--- config.mk ---
export PLATFORM = sky130hd
export DESIGN_NAME = sar_adc_emu
export DESIGN_NICKNAME = d
export VERILOG_FILES = /design/src/rtl/sar_emu_pkg.sv /design/src/rtl/sar_emu_edge.sv /design/src/rtl/sar_emu_frame_ctr.sv /design/src/rtl/sar_emu_out.sv /design/src/rtl/sar_adc_emu.sv
export SDC_FILE = /design/constraint.sdc
export NUM_CORES = 1
export LEC_CHECK = 0
export BUFFER_PORTS_ARGS = -buffer_cell sky130_fd_sc_hd__buf_2
export CORE_ASPECT_RATIO = 1.5
export CORE_MARGIN = 2
export CORE_UTILIZATION = 40
export DETAILED_ROUTE_END_ITERATION = 16
export PLACE_DENSITY = 0.66
export SYNTH_ARGS = -nofsm -noshare
export SYNTH_HDL_FRONTEND = slang
export SYNTH_SLANG_ARGS = --single-unit
export TNS_END_PERCENT = 5
--- constraint.sdc ---
create_clock -name clk -period 3.1 [get_ports clk]
set_clock_uncertainty 0.15 [all_clocks]
set_input_delay 0.31 -clock clk [delete_from_list [all_inputs] [get_ports clk]]
set_output_delay 0.31 -clock clk [all_outputs]
set_load 0.05 [all_outputs]
--- src/rtl/sar_emu_pkg.sv ---
// Shared types for the serial SAR ADC emulator.
// Assumes nothing beyond IEEE 1800-2017.
package sar_emu_pkg;
    // Position of the current frame as seen on the data line.
    typedef enum logic [2:0] {
        PH_SAMPLE,  // line released, input being sampled
        PH_NULL,    // low null bit
        PH_MSB,     // word, descending bit order
        PH_LSB,     // word, ascending bit order
        PH_ZERO     // trailing zeros
    } phase_t;
endpackage

--- src/rtl/sar_emu_edge.sv ---
// Detects falling edges of the master serial clock while selected, and
// registers the select line. Assumes sclk and cs_n are already
// synchronous to clk and that each sclk level lasts at least one clk cycle.
module sar_emu_edge (
    input  logic clk,
    input  logic rst_n,
    input  logic cs_n,
    input  logic sclk,
    output logic sclk_fall,
    output logic cs_q
);
    logic sclk_q;

    // Keep last sclk level and registered select.
    always_ff @(posedge clk) begin
        if (!rst_n) begin
            sclk_q <= 1'b0;
            cs_q   <= 1'b1;
        end else begin
            sclk_q <= sclk;
            cs_q   <= cs_n;
        end
    end

    // A high-to-low transition counts only while selected.
    assign sclk_fall = sclk_q & ~sclk & ~cs_n;
endmodule

--- src/rtl/sar_emu_frame_ctr.sv ---
// Counts falling serial edges within a frame and decodes the frame phase
// and the bit index to send. The count saturates after the last data bit,
// so the zero tail lasts indefinitely. Assumes sclk_fall is gated by select.
module sar_emu_frame_ctr
    import sar_emu_pkg::*;
#(
    parameter int DATA_W       = 12,
    parameter int SAMPLE_FALLS = 1,
    parameter bit LSB_REPEAT   = 1'b1,
    localparam int IW          = $clog2(DATA_W)
) (
    input  logic          clk,
    input  logic          rst_n,
    input  logic          cs_n,
    input  logic          sclk_fall,
    output phase_t        phase,
    output logic [IW-1:0] bit_sel,
    output logic          latch_en
);
    localparam int NULL_IDX = SAMPLE_FALLS + 1;
    localparam int MSB_LAST = NULL_IDX + DATA_W;
    localparam int LSB_LAST = NULL_IDX + 2 * DATA_W - 1;
    localparam int CNT_MAX  = LSB_LAST + 1;
    localparam int CW       = $clog2(CNT_MAX + 1);
    localparam logic [CW-1:0] NULL_C = CW'(NULL_IDX);
    localparam logic [CW-1:0] MSB_C  = CW'(MSB_LAST);
    localparam logic [CW-1:0] LSB_C  = CW'(LSB_LAST);
    localparam logic [CW-1:0] MAX_C  = CW'(CNT_MAX);

    logic [CW-1:0] cnt;
    logic [CW-1:0] cnt_next;
    logic          lsb_win;

    // Saturating successor of the edge count.
    assign cnt_next = (cnt == MAX_C) ? cnt : cnt + 1'b1;

    // Edge counter: cleared while deselected, advanced on each falling edge.
    always_ff @(posedge clk) begin
        if (!rst_n) begin
            cnt <= '0;
        end else if (cs_n) begin
            cnt <= '0;
        end else if (sclk_fall) begin
            cnt <= cnt_next;
        end
    end

    // Capture strobe on the edge that enters the null bit.
    assign latch_en = sclk_fall && (cnt_next == NULL_C);

    // Reversed-word window exists only when the repeat option is on.
    generate
        if (LSB_REPEAT) begin : g_rep
            assign lsb_win = (cnt > MSB_C) && (cnt <= LSB_C);
        end else begin : g_norep
            assign lsb_win = 1'b0;
        end
    endgenerate

    // Phase decode from the edge count.
    always_comb begin
        if (cnt < NULL_C)       phase = PH_SAMPLE;
        else if (cnt == NULL_C) phase = PH_NULL;
        else if (cnt <= MSB_C)  phase = PH_MSB;
        else if (lsb_win)       phase = PH_LSB;
        else                    phase = PH_ZERO;
    end

    // Bit index: descending in the first word, ascending in the repeat.
    always_comb begin
        if (phase == PH_LSB) bit_sel = IW'(int'(cnt) - MSB_LAST);
        else if (phase == PH_MSB) bit_sel = IW'(MSB_LAST - int'(cnt));
        else bit_sel = '0;
    end
endmodule

--- src/rtl/sar_emu_out.sv ---
// Holds the captured sample and drives the data line and its enable from
// the frame phase. Assumes latch_en pulses once per frame, at null-bit entry.
module sar_emu_out
    import sar_emu_pkg::*;
#(
    parameter int DATA_W = 12,
    localparam int IW    = $clog2(DATA_W)
) (
    input  logic              clk,
    input  logic              rst_n,
    input  logic [DATA_W-1:0] sample_i,
    input  logic              latch_en,
    input  phase_t            phase,
    input  logic [IW-1:0]     bit_sel,
    output logic              sdo,
    output logic              sdo_oe
);
    logic [DATA_W-1:0] sample_q;

    // Capture the conversion value at the end of sampling.
    always_ff @(posedge clk) begin
        if (!rst_n) begin
            sample_q <= '0;
        end else if (latch_en) begin
            sample_q <= sample_i;
        end
    end

    // Data line: word bits in both word phases, low otherwise.
    always_comb begin
        if (phase == PH_MSB || phase == PH_LSB) sdo = sample_q[bit_sel];
        else                                    sdo = 1'b0;
    end

    // Line is driven from the null bit onward.
    assign sdo_oe = (phase != PH_SAMPLE);

    // the captured word does not move once the frame is past sampling.
    assert_word_hold_R8: assert property (@(posedge clk) disable iff (!rst_n)
        (phase != PH_SAMPLE && $past(phase) != PH_SAMPLE) |-> $stable(sample_q));
endmodule

--- src/rtl/sar_adc_emu.sv ---
// Device-side model of a three-wire 12-bit serial SAR converter: sampling
// interval, null bit, descending word, optional ascending repeat, zero tail
// and shutdown while deselected. Assumes sclk and cs_n synchronous to clk.
module sar_adc_emu
    import sar_emu_pkg::*;
#(
    parameter int DATA_W       = 12,
    parameter int SAMPLE_FALLS = 1,
    parameter bit LSB_REPEAT   = 1'b1
) (
    input  logic              clk,
    input  logic              rst_n,
    input  logic              cs_n,
    input  logic              sclk,
    input  logic [DATA_W-1:0] sample_i,
    output logic              sdo,
    output logic              sdo_oe,
    output logic              shutdown
);
    localparam int IW = $clog2(DATA_W);

    logic          sclk_fall;
    logic          cs_q;
    logic          latch_en;
    phase_t        phase;
    logic [IW-1:0] bit_sel;

    sar_emu_edge u_edge (
        .clk       (clk),
        .rst_n     (rst_n),
        .cs_n      (cs_n),
        .sclk      (sclk),
        .sclk_fall (sclk_fall),
        .cs_q      (cs_q)
    );

    sar_emu_frame_ctr #(
        .DATA_W       (DATA_W),
        .SAMPLE_FALLS (SAMPLE_FALLS),
        .LSB_REPEAT   (LSB_REPEAT)
    ) u_ctr (
        .clk       (clk),
        .rst_n     (rst_n),
        .cs_n      (cs_n),
        .sclk_fall (sclk_fall),
        .phase     (phase),
        .bit_sel   (bit_sel),
        .latch_en  (latch_en)
    );

    sar_emu_out #(
        .DATA_W (DATA_W)
    ) u_out (
        .clk      (clk),
        .rst_n    (rst_n),
        .sample_i (sample_i),
        .latch_en (latch_en),
        .phase    (phase),
        .bit_sel  (bit_sel),
        .sdo      (sdo),
        .sdo_oe   (sdo_oe)
    );

    // Shutdown follows the registered select.
    assign shutdown = cs_q;

    // deselect releases the line and enters shutdown.
    assert_deselect_hiz_R1: assert property (@(posedge clk) disable iff (!rst_n)
        cs_n |=> (shutdown && !sdo_oe && !sdo));

    // the first driven bit of a frame is low.
    assert_null_low_R3: assert property (@(posedge clk) disable iff (!rst_n)
        $rose(sdo_oe) |-> !sdo);

    // outputs move only after a falling serial edge or a select change.
    assert_launch_fall_R7: assert property (@(posedge clk) disable iff (!rst_n)
        (!$stable(sdo) || !$stable(sdo_oe)) |-> ($past(sclk_fall) || $past(cs_n)));

    // a new frame starts with the line released.
    assert_restart_hiz_R9: assert property (@(posedge clk) disable iff (!rst_n)
        $fell(cs_n) |=> !sdo_oe);
endmodule

; ---- After elaboration in Yosys (flattened, before gate mapping)
; Cells that the tools add are included.
[classes]
n_bitwise = 5
n_eq_ne = 5
order_cmp = 5
reduce_logical = 5
mux = 10
n_addsub = 3
[op_table]
columns = operator, count
row1 = 3-bit 2-to-1 mux, 4
row2 = "5-bit by 2-bit == test with 1-bit output, second input constant", 2
row3 = 4-bit 2-to-1 mux, 2
row4 = "3-bit by 2-bit == test with 1-bit output, second input constant", 2
row5 = "5-bit by 1-bit adder with 5-bit output, second input constant", 1
row6 = "5-bit == test, second input constant", 1
row7 = "5-bit by 4-bit > comparator with 1-bit output, second input constant", 1
row8 = "5-bit by 4-bit <= comparator with 1-bit output, second input constant", 1
row9 = "5-bit <= comparator, second input constant", 1
row10 = "4-bit by 5-bit less-than comparator with 1-bit output, second input constant", 1
row11 = "5-bit by 2-bit less-than comparator with 1-bit output, second input constant", 1
row12 = 5-bit 2-to-1 mux, 1
row13 = 1-bit binary-select mux with 4-bit select, 1
row14 = "4-bit subtractor, first input constant", 1
row15 = "4-bit subtractor, second input constant", 1
row16 = 1-bit inverter, 3
row17 = 3-bit nonzero test, 1
row18 = 1-bit AND, 2
row19 = 1-bit logical AND, 2
row20 = 1-bit 2-to-1 mux, 2
row21 = 2-bit OR reduction, 1
row22 = 1-bit logical OR, 1
[totals]
elab_cells = 37
register_bits = 19
output_inout_bits = 3

; ---- Longest topological paths before layout
[logic_depth]
ltp_word = 12
mapped_depth = 10
mapped_depth_nobuf = 8

; ---- Cells and area by module
; From an unflattened synthesis, not the netlist that was laid out.
[unflattened]
hier_cells = 125
area_unflattened_um2 = 1260.0
[by_module_without_submodules]
columns = mod, instances, area_each_um2, cells_per_inst
row1 = sar_emu_frame_ctr, 1, 626.9, 71
row2 = sar_emu_out, 1, 566.8, 49
row3 = sar_emu_edge, 1, 66.3, 5

; ---- Worst setup path before layout
; Ideal clock, no wire load.
[synth_path]
path_kind = register to output
from = reg u_ctr.cnt[0]
to = out sdo
path_stages_with_launch = 9
t_required_ns = 2.640
setup_slack_ns = 0.330
path_buffers = 0
arrival_time_ns = 2.310
path_cell_list = dfxtp_1 > inv_1 > ha_1 > nor2b_2 > o21a_1 > nor2_1 > mux4_1 > nand3_1 > nand3_1
[synth_between]
elab_chain_len = 12
elab_cells_between_ends = 20
classes_between = 2 x add/sub / 4 x order compare / 3 x eq/ne / 9 x mux / 2 x reduce/logical
[synth_rtl]
columns = element, line
row1 = "start, declared", sar_emu_frame_ctr.sv:30  ; logic [CW-1:0] cnt;
row2 = "start signal, assigned", sar_emu_frame_ctr.sv:44  ; cnt <= cnt_next;
row3 = 5-bit by 4-bit > comparator with 1-bit output or 5-bit <= comparator (tied branches), sar_emu_frame_ctr.sv:54  ; assign lsb_win = (cnt > MSB_C) && (cnt <= LSB_C);
row4 = 1-bit logical AND, sar_emu_frame_ctr.sv:54
row5 = 3-bit 2-to-1 mux, sar_emu_frame_ctr.sv:65  ; else if (lsb_win) phase = PH_LSB;
row6 = 3-bit 2-to-1 mux, sar_emu_frame_ctr.sv:64  ; else if (cnt <= MSB_C) phase = PH_MSB;
row7 = 3-bit 2-to-1 mux, sar_emu_frame_ctr.sv:63  ; else if (cnt == NULL_C) phase = PH_NULL;
row8 = 3-bit 2-to-1 mux, sar_emu_frame_ctr.sv:62  ; if (cnt < NULL_C) phase = PH_SAMPLE;
row9 = 3-bit by 2-bit == test with 1-bit output, "sar_emu_frame_ctr.sv:72, sar_emu_out.sv:31"
row10 = 4-bit 2-to-1 mux, sar_emu_frame_ctr.sv:72  ; else if (phase == PH_MSB) bit_sel = IW'(MSB_LAST - int'(cnt));
row11 = 4-bit 2-to-1 mux, sar_emu_frame_ctr.sv:71  ; if (phase == PH_LSB) bit_sel = IW'(int'(cnt) - MSB_LAST);
row12 = 1-bit binary-select mux with 4-bit select, sar_emu_out.sv:31  ; if (phase == PH_MSB || phase == PH_LSB) sdo = sample_q[bit_sel];
row13 = 1-bit 2-to-1 mux (not written as such), sar_emu_out.sv:31
row14 = 1-bit 2-to-1 mux *, sar_emu_out.sv:31
row15 = "end, declared", sar_adc_emu.sv:16  ; output logic sdo,
; Mark *: on every way between the ends. The rest lies on a longest branch, timed or not. The select of a mux whose other input is x is not followed.

; ---- Worst setup path in the final report
; Same ends and word-level chain as after synthesis.

==> flow_summary.json <==
{
  "synth-compound-area-share_pct": 12.8,
  "power_density_nw_per_um2": 358,
  "globalplace.congestion": 0.822,
  "syn_area_per_cell_sq_um": 9.75,
  "layout.area.seq_sq_um": 384,
  "fmaxAchievable_mhz": 338,
  "cts_max_path_buffers": 2,
  "area_delta_synth_final_pct": 13.4,
  "rows": 23,
  "synth_edf_count": 0,
  "fin_ws_ns": 0.140,
  "drv_cap": 0,
  "numCtsBuffers": 3,
  "initial_core_util_pct": 42.3,
  "viasPerCell": 5.13,
  "whs_ns": 0.128,
  "die_h_um": 69.1,
  "fin_nets": 155,
  "pwr-share-seq_pct": 54.0,
  "swShare_pct": 22.7,
  "clockPowerShare_pct": 37.6,
  "cp_slowest_cell": "mux4_1",
  "htree_levels": 1,
  "vdd_ir_drop_max_uv": 256,
  "clkSinkCount": 19,
  "yosys.area_share.adder_pct": 5.53,
  "dp.cells": 166,
  "seq_area_frac_synth_pct": 33.6,
  "synth_nets": 137,
  "slew-limit-headroom_pct": 67.6,
  "synth.distinct_cells": 42,
  "final_layout_size_suffix_gt1_share_pct": 26.3,
  "synth-xor-area-share_pct": 2.32,
  "rrSetupSlack_ns": 0.87,
  "ios": 19,
  "fillers": 251,
  "path_buf_inv": 2,
  "cp-end-kind": "output port",
  "synth_simple_gate_area_share_pct": 22.3,
  "grt_pass1_wl_um": 3850,
  "tns_ns": 0,
  "die-area_sq_um": 3280,
  "crit_required_ns": 2.64,
  "dp_slack_ns": 0.278,
  "post-route-period-util_pct": 95.5,
  "cp_top_family": "multiplexers",
  "fin_crit_ns": 2.96,
  "track_usage_pct": 15.6,
  "ys.flop_type": "dfxtp_1",
  "setup.worst_path.start_class": "register",
  "final_cells": 170,
  "total_power_mw": 0.460,
  "insertedDiodeCount": 0,
  "drv_slew": 0,
  "final-hold-violation-count": 0,
  "cts.hold.buffers_added": 0,
  "slowest_delay_ns": 0.58,
  "dp_hpwl_um": 1800,
  "grt_pass1_vias": 930,
  "grt_max_degree": 15,
  "worstPathMaxFanout": 7,
  "syn_area_sq_um": 1130,
  "core-area_sq_um": 2680,
  "rsz0062_at_grt": "no",
  "clk_pin_slew_worst_paths_ns": 0.07,
  "internal-power_mw": 0.355,
  "synthArstFlopShare_pct": 0,
  "wl_um": 2220,
  "wire_per_inst_um": 13.0,
  "num_vias": 872,
  "port_buffers": 18,
  "multi_input_area_sq_um": 692,
  "tritoncts": "yes",
  "ys_top_cells_by_count": "dfxtp_1 (19), nor2b_1 (15), mux2i_1 (12)",
  "die_x_um": 47.4,
  "antenna_left": 0,
  "synth_top_family_by_area": "simple AND/OR/NAND/NOR gates",
  "hold_path.class": "in2reg",
  "cp_common_cell": "nand3_1",
  "path_cells": "inv_1 > ha_1 > nor2b_2 > o21a_1 > nor2_2 > mux4_1 > nand3_1 > nand3_1 > clkbuf_4",
  "synth-seq-cells": 19,
  "crit_arrival_ns": 2.50,
  "setup_viol": 0,
  "synth_cells": 116,
  "clock-root-buffer": "clkbuf_8",
  "yosysMostFrequentCell": "dfxtp_1",
  "dr.pass1.iters": 5,
  "remaining_drc_errors": 0,
  "synth_area_leader_cell": "dfxtp_1",
  "synth_top_area_share_pct": 33.6,
  "p_switching_mw": 0.104,
  "antenna_found_initial": 0,
  "run_status": "finished clean",
  "p_comb_share_pct": 8.3,
  "cellLeakagePower_nw": 0.477,
  "worst_slew_pin_slew_ns": 0.486,
  "grt_overflow_total": 0,
  "drt-initial-drc-count": 18,
  "clk_latency_ns": 0.25,
  "muxShareOfSynthArea_pct": 16.3,
  "path_class": "reg2out",
  "synth_area_leaders": "dfxtp_1 (34%), mux2i_1 (11%), nor2b_1 (8.3%)",
  "yosys_warnings": 0
}
[registers in the layout (all words and copies together), names as in the netlist]
signal          count
u_edge.cs_q         1
u_edge.sclk_q       1
u_ctr.cnt           5
u_out.sample_q     12
[power groups by stage]
stage	logic, mW	clock network (mW)	registers [mW]
6_report	0.0382	0.173	0.248
5_1_grt	0.0424	0.191	0.249
4_1_cts	0.0372	0.175	0.248
3_5_place_dp	0.0370	0	0.254
3_3_place_gp	0.0362	0	0.254
2_1_floorplan	0.0214	0	0.255
[layout by cell type (no fill, tap or decap), types with 2 or more instances in the layout]
cell / instances
o21a_1: 2
ha_1: 5
nor3b_1: 2
nor2b_1: 15
nand3_1: 3
nand2_1: 8
a211oi_1: 2
dfxtp_1: 16
clkbuf_8: 3
inv_1: 4
buf_2: 17
o21ai_0: 2
dfxtp_2: 3
xor2_1: 2
nor2_1: 8
mux4_1: 2
mux2i_1: 12
[what timing repair did]
item                                    CTS  global route
endpoints found under the setup margin    1             1
resized for setup                         1             6
buffers inserted                          0             0
[cell families after synthesis]
kind of cell             Yosys count
buffers and inverters             10
flip-flops                        19
AO/OA/AOI/OAI                     18
AND/OR/NAND/NOR                   46
adder cells (fa/ha/maj)            5
XOR/XNOR                           3
multiplexers                      15
[layout make-up]
cell class                 count  share of cell area, %
timing repair buffer          19                   7.80
clock buffer                   4                   3.51
sequential                    19                   30.0
multi-input combinational     87                   54.0
inverter                       4                   1.17
tap                           37                   3.61
[worst paths after layout]
path	from	to	cells past startpoint
worst min-delay path	sclk	u_edge.sclk_q	2
worst min register to register	u_out.sample_q[9]	u_out.sample_q[9]	2
worst max-delay path	u_ctr.cnt[0]	sdo	9
worst max register to register	u_ctr.cnt[2]	u_out.sample_q[4]	8
[metal layers]
metal	up-vias	share of wire [%]	global-route usage (%)
li1	444	-	-
met5	-	0	0
met2	20	56	26.6
met3	8	2.3	2.88
met4	0	3.7	7.41
met1	400	38	17.3
[stage by stage]
stage | cell area [sq um] | util [%]
floorplan | 1130 | -
global placement | 1210 | 45.2
detailed placement | 1210 | 45.2
CTS | 1260 | 47.0
global route | 1280 | 47.9
finish | 1280 | 47.9
Note: power is estimated with default switching activity, not from simulation.
